<file path="config.mk">
export PLATFORM = sky130hd
export DESIGN_NAME = agu_load
export DESIGN_NICKNAME = d
export VERILOG_FILES = /design/src/rtl/agu_load.sv
export SDC_FILE = /design/constraint.sdc
export NUM_CORES = 1
export LEC_CHECK = 0
export BUFFER_PORTS_ARGS = -buffer_cell sky130_fd_sc_hd__buf_2
export CELL_PAD_IN_SITES_DETAIL_PLACEMENT = 1
export CELL_PAD_IN_SITES_GLOBAL_PLACEMENT = 1
export CORE_MARGIN = 10
export CORE_UTILIZATION = 41
export DETAILED_ROUTE_END_ITERATION = 10
export PLACE_DENSITY = 0.82
export RECOVER_POWER = 100
export SLEW_MARGIN = 0
export SYNTH_ARGS = -nofsm -noshare
export SYNTH_HDL_FRONTEND = slang
export SYNTH_SLANG_ARGS = --single-unit
</file>
<file path="constraint.sdc">
create_clock -name clk -period 5.4 [get_ports clk]
set_input_delay 0.27 -clock clk [delete_from_list [all_inputs] [get_ports clk]]
set_output_delay 0.27 -clock clk [all_outputs]
set_load 0.03 [all_outputs]
</file>
<file path="src/rtl/agu_load.sv">
module agu_load #(
  parameter int AW = 32,
  parameter int IW = 16
) (
  input  logic          clk,
  input  logic          rst_n,
  input  logic          start,
  input  logic [2:0]    mode,
  input  logic [AW-1:0] op_a,
  input  logic [AW-1:0] op_b,
  input  logic [IW-1:0] imm,
  input  logic [1:0]    scale,
  input  logic [AW-1:0] pc,
  output logic          busy,
  output logic          mem_req,
  output logic [AW-1:0] mem_addr,
  input  logic          mem_valid,
  input  logic [AW-1:0] mem_rdata,
  output logic          done,
  output logic [AW-1:0] final_addr,
  output logic [AW-1:0] load_data
);

  typedef enum logic [1:0] {S_IDLE, S_ISSUE, S_WAIT} state_t;

  state_t        st;
  logic [AW-1:0] addr_q, data_q, imm_x, ea;
  logic          hop_q, done_q;

  assign imm_x = {{(AW-IW){imm[IW-1]}}, imm};

  always_comb begin
    case (mode)
      3'd0:    ea = imm_x;
      3'd1:    ea = op_a;
      3'd2:    ea = op_a + imm_x;
      3'd3:    ea = op_a + op_b;
      3'd4:    ea = op_a;
      3'd5:    ea = imm_x;
      3'd6:    ea = imm_x + op_a + (op_b << scale);
      default: ea = pc + imm_x;
    endcase
  end

  always_ff @(posedge clk) begin
    if (!rst_n) begin
      st     <= S_IDLE;
      addr_q <= '0;
      data_q <= '0;
      hop_q  <= 1'b0;
      done_q <= 1'b0;
    end else begin
      done_q <= 1'b0;
      case (st)
        S_IDLE: if (start) begin
          addr_q <= ea;
          hop_q  <= (mode == 3'd4) || (mode == 3'd5);
          st     <= S_ISSUE;
        end
        S_ISSUE: st <= S_WAIT;
        default: if (mem_valid) begin
          if (hop_q) begin
            addr_q <= mem_rdata;
            hop_q  <= 1'b0;
            st     <= S_ISSUE;
          end else begin
            data_q <= mem_rdata;
            done_q <= 1'b1;
            st     <= S_IDLE;
          end
        end
      endcase
    end
  end

  assign busy       = (st != S_IDLE);
  assign mem_req    = (st == S_ISSUE);
  assign mem_addr   = addr_q;
  assign final_addr = addr_q;
  assign done       = done_q;
  assign load_data  = data_q;

  p_req_in_busy_r9: assert property (@(posedge clk) disable iff (!rst_n)
    mem_req |-> busy);
  p_req_pulse_r9: assert property (@(posedge clk) disable iff (!rst_n)
    mem_req |=> !mem_req);
  p_done_pulse_r10: assert property (@(posedge clk) disable iff (!rst_n)
    done |=> !done);
  p_done_idle_r10: assert property (@(posedge clk) disable iff (!rst_n)
    done |-> !busy);
  p_busy_end_r10: assert property (@(posedge clk) disable iff (!rst_n)
    $fell(busy) |-> done);
  p_addr_hold_r11: assert property (@(posedge clk) disable iff (!rst_n)
    (busy && !mem_req) |=> (mem_req || $stable(mem_addr)));
  p_idle_valid_r12: assert property (@(posedge clk) disable iff (!rst_n)
    (!busy && !done && !start) |=> !done);

endmodule

</file>
==> results of run 1 <==
==> worst max-delay path: cells and delay by family <==
kind	cells	cell delay (ns)
AO/OA/AOI/OAI	11	2.33
XOR/XNOR	2	0.36
adder cells (fa/ha/maj)	3	1.01
buffers and inverters	1	0.11
multiplexers	1	0.13
AND/OR/NAND/NOR	3	0.81
==> final cells by class <==
type,count,area share [%]
multi-input combinational,1342,73.0
sequential,68,10.5
timing repair buffer,266,9.56
tap,378,3.65
clock buffer,11,1.80
inverter,36,1.04
clock inverter,4,0.396
antenna,1,0.0193
==> power by group <==
part / internal, µW / leakage, µW / total, µW / switching (µW)
Clock: 355 / 0.000136 / 586 / 230
Combinational: 764 / 0.00469 / 2100 / 1330
Sequential: 540 / 0.000555 / 577 / 36.7
Total: 1660 / 0.00538 / 3260 / 1600
==> sequential cells by signal, indices dropped and copies added (netlist names) <==
name	flops
final_addr	32
load_data	32
st	2
done	1
hop_q	1
==> worst max-delay path by stage <==
stage | startpoint | endpoint | slack [ns] | cells after the start
detailed placement | op_a[0] | final_addr[31] | 0.32 | 21
floorplan | op_a[0] | final_addr[31] | 1.03 | 20
global route | op_a[0] | final_addr[23] | 0.09 | 21
CTS | op_a[0] | final_addr[31] | 0.63 | 21
finish | op_a[0] | final_addr[31] | 0.59 | 21
global placement | op_a[0] | final_addr[31] | 0.43 | 21
==> kinds of logic (layout without fill, tap and decap cells) <==
group | count (synthesis) | in the layout | share of synthesized area (%)
AOI/OAI and AO/OA | 571 | 571 | 32.3
and+or+nand+nor | 481 | 481 | 20.0
buffers and inverters | 141 | 317 | 5.69
adders and majority gates | 128 | 128 | 14.2
xor gates and xnor gates | 103 | 103 | 7.85
DFF | 68 | 68 | 11.8
muxes | 59 | 59 | 8.11
other | 0 | 1 | 0
==> routing by layer <==
layer / vias up / global-route usage [%]
met5: - / 0
met4: 0 / 18.0
met3: 140 / 3.36
met2: 491 / 50.2
met1: 6487 / 32.5
li1: 6152 / -
==> cells in the final DEF, fill, tap and decap left out, drive strengths merged, types with 27 or more instances in the layout <==
| master | netlist | routed |
|---|---|---|
| mux4 | 27 | 27 |
| clkbuf | 61 | 113 |
| a211oi | 27 | 27 |
| xnor2 | 69 | 69 |
| nor3 | 33 | 33 |
| mux2i | 29 | 29 |
| inv | 36 | 36 |
| dfxtp | 68 | 68 |
| a21o | 57 | 57 |
| nand2 | 181 | 181 |
| buf | 44 | 164 |
| o21ai | 123 | 123 |
| ha | 124 | 124 |
| nor2 | 94 | 94 |
| xor2 | 34 | 34 |
| nand3 | 29 | 29 |
| a21oi | 187 | 187 |
==> through the flow <==
step                      total power, µW  area, µm²
after CTS                            3250      13100
after global routing                 3460      13000
after floorplan                      2060      11500
after global placement               2620      12800
after detailed placement             2660      12800
final                                3260      13000
==> results.py, run 1 <==
metrics = {
    "drt": {
        "vias_per_cell": 6.30,
        "routed-wl-met2_um": 25500,
        "wl_um": 52500,
        "maxUsedRoutingLayer": "met4",
        "via_count": 13300,
        "post_drt_wl_per_cell_um": 24.9,
        "wl_met3_um": 2270,
        "first_pass_iters": 5,
        "ant_nets": 0,
        "drt_iter0_markers": 935,
        "drc": 0,
        "wl_met1_um": 21200,
    },
    "placement": {
        "dp.cells": 2090,
        "gp_congestion": 0.961,
        "portBuffers": 251,
        "dpl_worst_slack_ns": 0.316,
        "dp_hpwl_um": 42300,
    },
    "synth": {
        "ys_seq_area_share_pct": 11.8,
        "yosys_warnings": 0,
        "syn_avg_cell_area_um2": 7.41,
        "syn_nets": 1832,
        "synth_cell_type_count": 80,
        "ys_top_cells_by_area": "ha_1, dfxtp_1, a21oi_1",
        "synth_commonest_cells": "a21oi_1, nand2_1, ha_1, o21ai_0, nor2_1",
        "netlist_area_um2": 11500,
        "synth_top_area_cell": "ha_1",
        "synth_top_area_share_pct": 13.5,
        "ys.flop_type": "dfxtp_1",
        "synth_edf_count": 0,
        "ys_ff_latch": 68,
        "async_reset_ff_share_pct": 0,
        "syn_inst": 1551,
        "synth.most_common_cell": "a21oi_1",
    },
    "pwr": {
        "leakage_uw": 0.00538,
        "ir_drop_mv": 0.138,
        "powerDensity_nw_per_um2": 251,
    },
    "sta": {
        "slew_viol_final": 50,
        "hold_violations": 0,
        "rsz0062_at_grt": "false",
        "max_slew_margin_pct": -32.1,
        "min_period_over_period_pct": 89.1,
        "tightestPinTransition_ns": 1.98,
        "fin_ws_ns": 0.591,
        "finalSetupViolCount": 0,
        "whs_ns": 0.188,
        "finalCriticalPeriod_ns": 4.81,
        "tns_ns": 0,
        "clock_skew_ns": 0.00618,
        "fmax_mhz": 208,
    },
    "die": {
        "ios": 252,
        "start_util_pct": 41.5,
        "core-area_um2": 27700,
        "die_h_um": 187,
        "dieArea_um2": 35100,
        "rows": 61,
        "die_x_um": 187,
    },
    "final_layout": {
        "drive_above_1_share_pct": 13.8,
        "seqCellArea_um2": 1360,
        "area_growth_pct": 12.8,
        "multi_input_area_um2": 9470,
        "fill_cells": 3666,
        "finalNonFillerCells": 2106,
        "utilization_pct": 46.8,
        "layout.nets": 2004,
    },
    "critical_path": {
        "cpMaxStageDelayCell": "or3b_2",
        "critical-path-max-stage-delay_ns": 0.50,
        "r2r_setup_slack_ns": 1.81,
        "critPathKind": "in2reg",
        "r2r-end": "final_addr[30]",
        "critPathMaxFanout": 5,
        "crit_chain": "clkbuf_1 > ha_1 > fa_1 > a211oi_1 > nor2_1 > o211ai_2 > o21ai_0 > a21oi_1 > o21bai_1 > xnor2_1 > ha_1 > a21o_1 > a221oi_2 > o21ai_0 > or3b_2 > o21ai_2 > o41ai_2 > xor2_1 > and2_1 > mux2i_1 > a41oi_1",
        "crit_path_end_kind": "register",
        "worst_r2r_path_depth": 10,
        "cp.required_ns": 5.60,
        "arrival_ns": 5.01,
        "crit_path_start_kind": "input pin",
        "reg2reg_from": "st[1]",
    },
    "clocking": {
        "post_cts_buffers": 0,
        "cts_tree": "built",
        "cts_sinks": 68,
        "clockRootBuffer": "clkbuf_16",
        "cts_buffers": 9,
        "clk_pin_slew_ns": 0.06,
        "clockBufferDepth": 2,
        "cts.htree.levels": 3,
        "cts_resized": 0,
        "clkLatencyLatePin_ns": 0.33,
        "postCtsHoldBufs": 0,
    },
    "global_route": {
        "grt_pass1_vias": 13900,
        "grt_pass1_wl_um": 80800,
        "grt.overflow.total": 0,
        "antenna_found_initial": 1,
        "grt_usage_pct": 28.6,
        "grt_max_degree": 54,
    },
    "job": {
        "drv_cap": 2,
    },
    "outcome": {
        "status": "finished, violations left",
        "violations": "max-capacitance violations, max-slew violations",
    },
    "hold_path": {
        "holdPathEnd": "load_data[14]",
        "hold_path.startpoint": "mem_rdata[14]",
        "hold_class": "in2reg",
        "whs_path_depth": 3,
    },
}
(Power assumes the default switching activity.)
==> run 2, diff against run 1 <==
==> constraint.sdc (replaced) <==
create_clock -name clk -period 4.59 [get_ports clk]
set_input_delay 0.2295 -clock clk [delete_from_list [all_inputs] [get_ports clk]]
set_output_delay 0.2295 -clock clk [all_outputs]
set_load 0.03 [all_outputs]
==> run 2 against run 1 <==
  * The flow still finishes with violations (max-capacitance violations, max-slew violations)
  * Global-route usage rose by 0.37 points
  * Combinational power increased by 30%
  * Power is 28% higher
  * Design area rose by 6.8%
  * Critical path type unchanged
  * Largest cell class unchanged
  * Highest routed layer unchanged
==> results.py, run 2 (synthesized netlist as in run 1, its figures left out) <==
metrics = {
    "outcome": {
        "violations": "max-capacitance violations, max-slew violations",
        "status": "finished, violations left",
    },
    "final_layout": {
        "utilization_pct": 50.0,
        "antennaDiodeCount": 0,
        "layout.nets": 2100,
        "area_growth_pct": 20.4,
        "final_common_cell": "a21oi_1",
        "most-common-layout-cells": "a21oi_1, nand2_1, buf_2, ha_1, o21ai_0",
        "drive_above_1_share_pct": 19.2,
    },
    "placement": {
        "dpl_worst_slack_ns": -0.211,
        "gp_congestion": 0.962,
        "dp_hpwl_um": 43900,
        "portBuffers": 251,
    },
    "critical_path": {
        "crit_path_start_kind": "input pin",
        "crit_buf_inv": 1,
        "worst-path-stages": 22,
        "critical-path-top-delay-family": "compound AO/OA/AOI/OAI gates",
        "crit_path_end_kind": "register",
        "worst_r2r_path_depth": 9,
        "critPathKind": "in2reg",
        "crit_chain": "buf_2 > ha_1 > a21o_1 > a21oi_1 > a21oi_1 > nor2_2 > o21bai_1 > a21bo_2 > a21o_1 > a21oi_2 > xnor2_1 > ha_1 > and3_1 > a221oi_2 > o21ai_1 > or3b_2 > o21ai_4 > o41ai_2 > xor2_1 > and2_1 > mux2i_1 > a41oi_1",
        "cp.required_ns": 4.80,
        "arrival_ns": 4.54,
        "reg2reg_from": "st[1]",
        "critical-path-max-stage-delay_ns": 0.51,
        "r2r-end": "final_addr[22]",
        "cpMaxStageDelayCell": "or3b_2",
        "startpoint": "op_a[3]",
        "critPathMaxFanout": 3,
        "r2r_setup_slack_ns": 1.22,
        "cp-endpoint": "final_addr[31]",
    },
    "clocking": {
        "cts_buffers": 9,
        "clkLatencyLatePin_ns": 0.34,
        "clk_pin_slew_ns": 0.06,
        "cts_tree": "built",
        "clockRootBuffer": "clkbuf_16",
        "cts_sinks": 68,
        "cts.htree.levels": 3,
        "postCtsHoldBufs": 0,
        "clockBufferDepth": 2,
    },
    "sta": {
        "finalCriticalPeriod_ns": 4.34,
        "fmax_mhz": 231,
        "tns_ns": 0,
        "fin_ws_ns": 0.254,
        "rsz0062_at_grt": "false",
        "whs_ns": 0.138,
        "hold_violations": 0,
        "tightestPinTransition_ns": 1.93,
        "clock_skew_ns": 0.00847,
        "min_period_over_period_pct": 94.5,
        "max_slew_margin_pct": -28.9,
        "finalSetupViolCount": 0,
        "slew_viol_final": 50,
    },
    "drt": {
        "drc": 0,
        "vias_per_cell": 6.20,
        "ant_nets": 0,
        "first_pass_iters": 7,
        "wl_um": 53700,
        "drt_iter0_markers": 905,
        "post_drt_wl_per_cell_um": 24.4,
        "via_count": 13700,
    },
    "hold_path": {
        "hold_class": "in2reg",
        "hold_path.startpoint": "mem_rdata[16]",
    },
    "pwr": {
        "powerDensity_nw_per_um2": 301,
        "ir_drop_mv": 0.208,
        "total_power_uw": 4170,
        "leakage_uw": 0.00586,
    },
    "global_route": {
        "antenna_found_initial": 0,
        "grt_usage_pct": 29.0,
        "grt_pass1_vias": 14400,
        "grt_pass1_wl_um": 82100,
        "grt_max_degree": 54,
        "grt.overflow.total": 0,
    },
    "die": {
        "die_h_um": 187,
        "die_x_um": 187,
        "ios": 252,
        "rows": 61,
        "dieArea_um2": 35100,
        "core-area_um2": 27700,
        "start_util_pct": 41.5,
    },
    "job": {
        "drv_cap": 2,
    },
}
## run 2: cell count changes in the layout (fill, tap and decap cells not counted), moves of 4 or more
cell / change
clkbuf_1: +5
o21ai_0: -6
o21ai_1: +4
buf_4: +87
## run 2: area by class of cell
class | count | area, µm²
timing repair buffer | 362 | 1940
clock buffer | 10 | 229
clock inverter | 6 | 88.8
inverter | 36 | 135
multi-input combinational | 1342 | 9610
sequential | 68 | 1360
tap | 378 | 473
fill | 3664 | 13900
## run 2: worst min path at each step
| stage | to | slack [ns] | depth (start not counted) |
|---|---|---|---|
| detailed placement | load_data[6] | 0.44 | 2 |
| floorplan | load_data[0] | 0.37 | 2 |
| CTS | load_data[26] | 0.13 | 3 |
| global placement | load_data[21] | 0.44 | 2 |
| global route | load_data[8] | 0.15 | 3 |
| finish | load_data[16] | 0.14 | 3 |
## run 2: worst min-delay path, stage by stage
cell and delay (ns):
buf_2 0.10, nand2_1 0.05, a21oi_1 0.05
## run 2: repair_timing
item / CTS / global route
setup buffers: 0 / 0
endpoints found under the setup margin: 0 / 12
resized for setup: 0 / 27
## run 2: metrics by stage
| step | instance area [µm²] | std cells |
|---|---|---|
| 6_report | 13800 | 2202 |
| 5_1_grt | 13800 | 2202 |
| 4_1_cts | 13900 | 2202 |
| 3_5_place_dp | 13600 | 2186 |
| 3_3_place_gp | 13600 | 2186 |
| 2_1_floorplan | 11500 | 1551 |
## run 2: where the power goes
group / internal [µW] / switching (µW) / total, µW
Sequential: 635 / 44.3 / 679
Clock: 476 / 293 / 770
Combinational: 1080 / 1640 / 2720
Total: 2190 / 1980 / 4170
## run 2: routing by layer
metal  routed length [µm]  GRT usage [%]  vias up
li1                     -              -     6346
met3                 2000           3.32      158
met5                    0              0        -
met1                21600           32.5     6684
met2                26700           52.1      472
met4                 3390           16.8        0
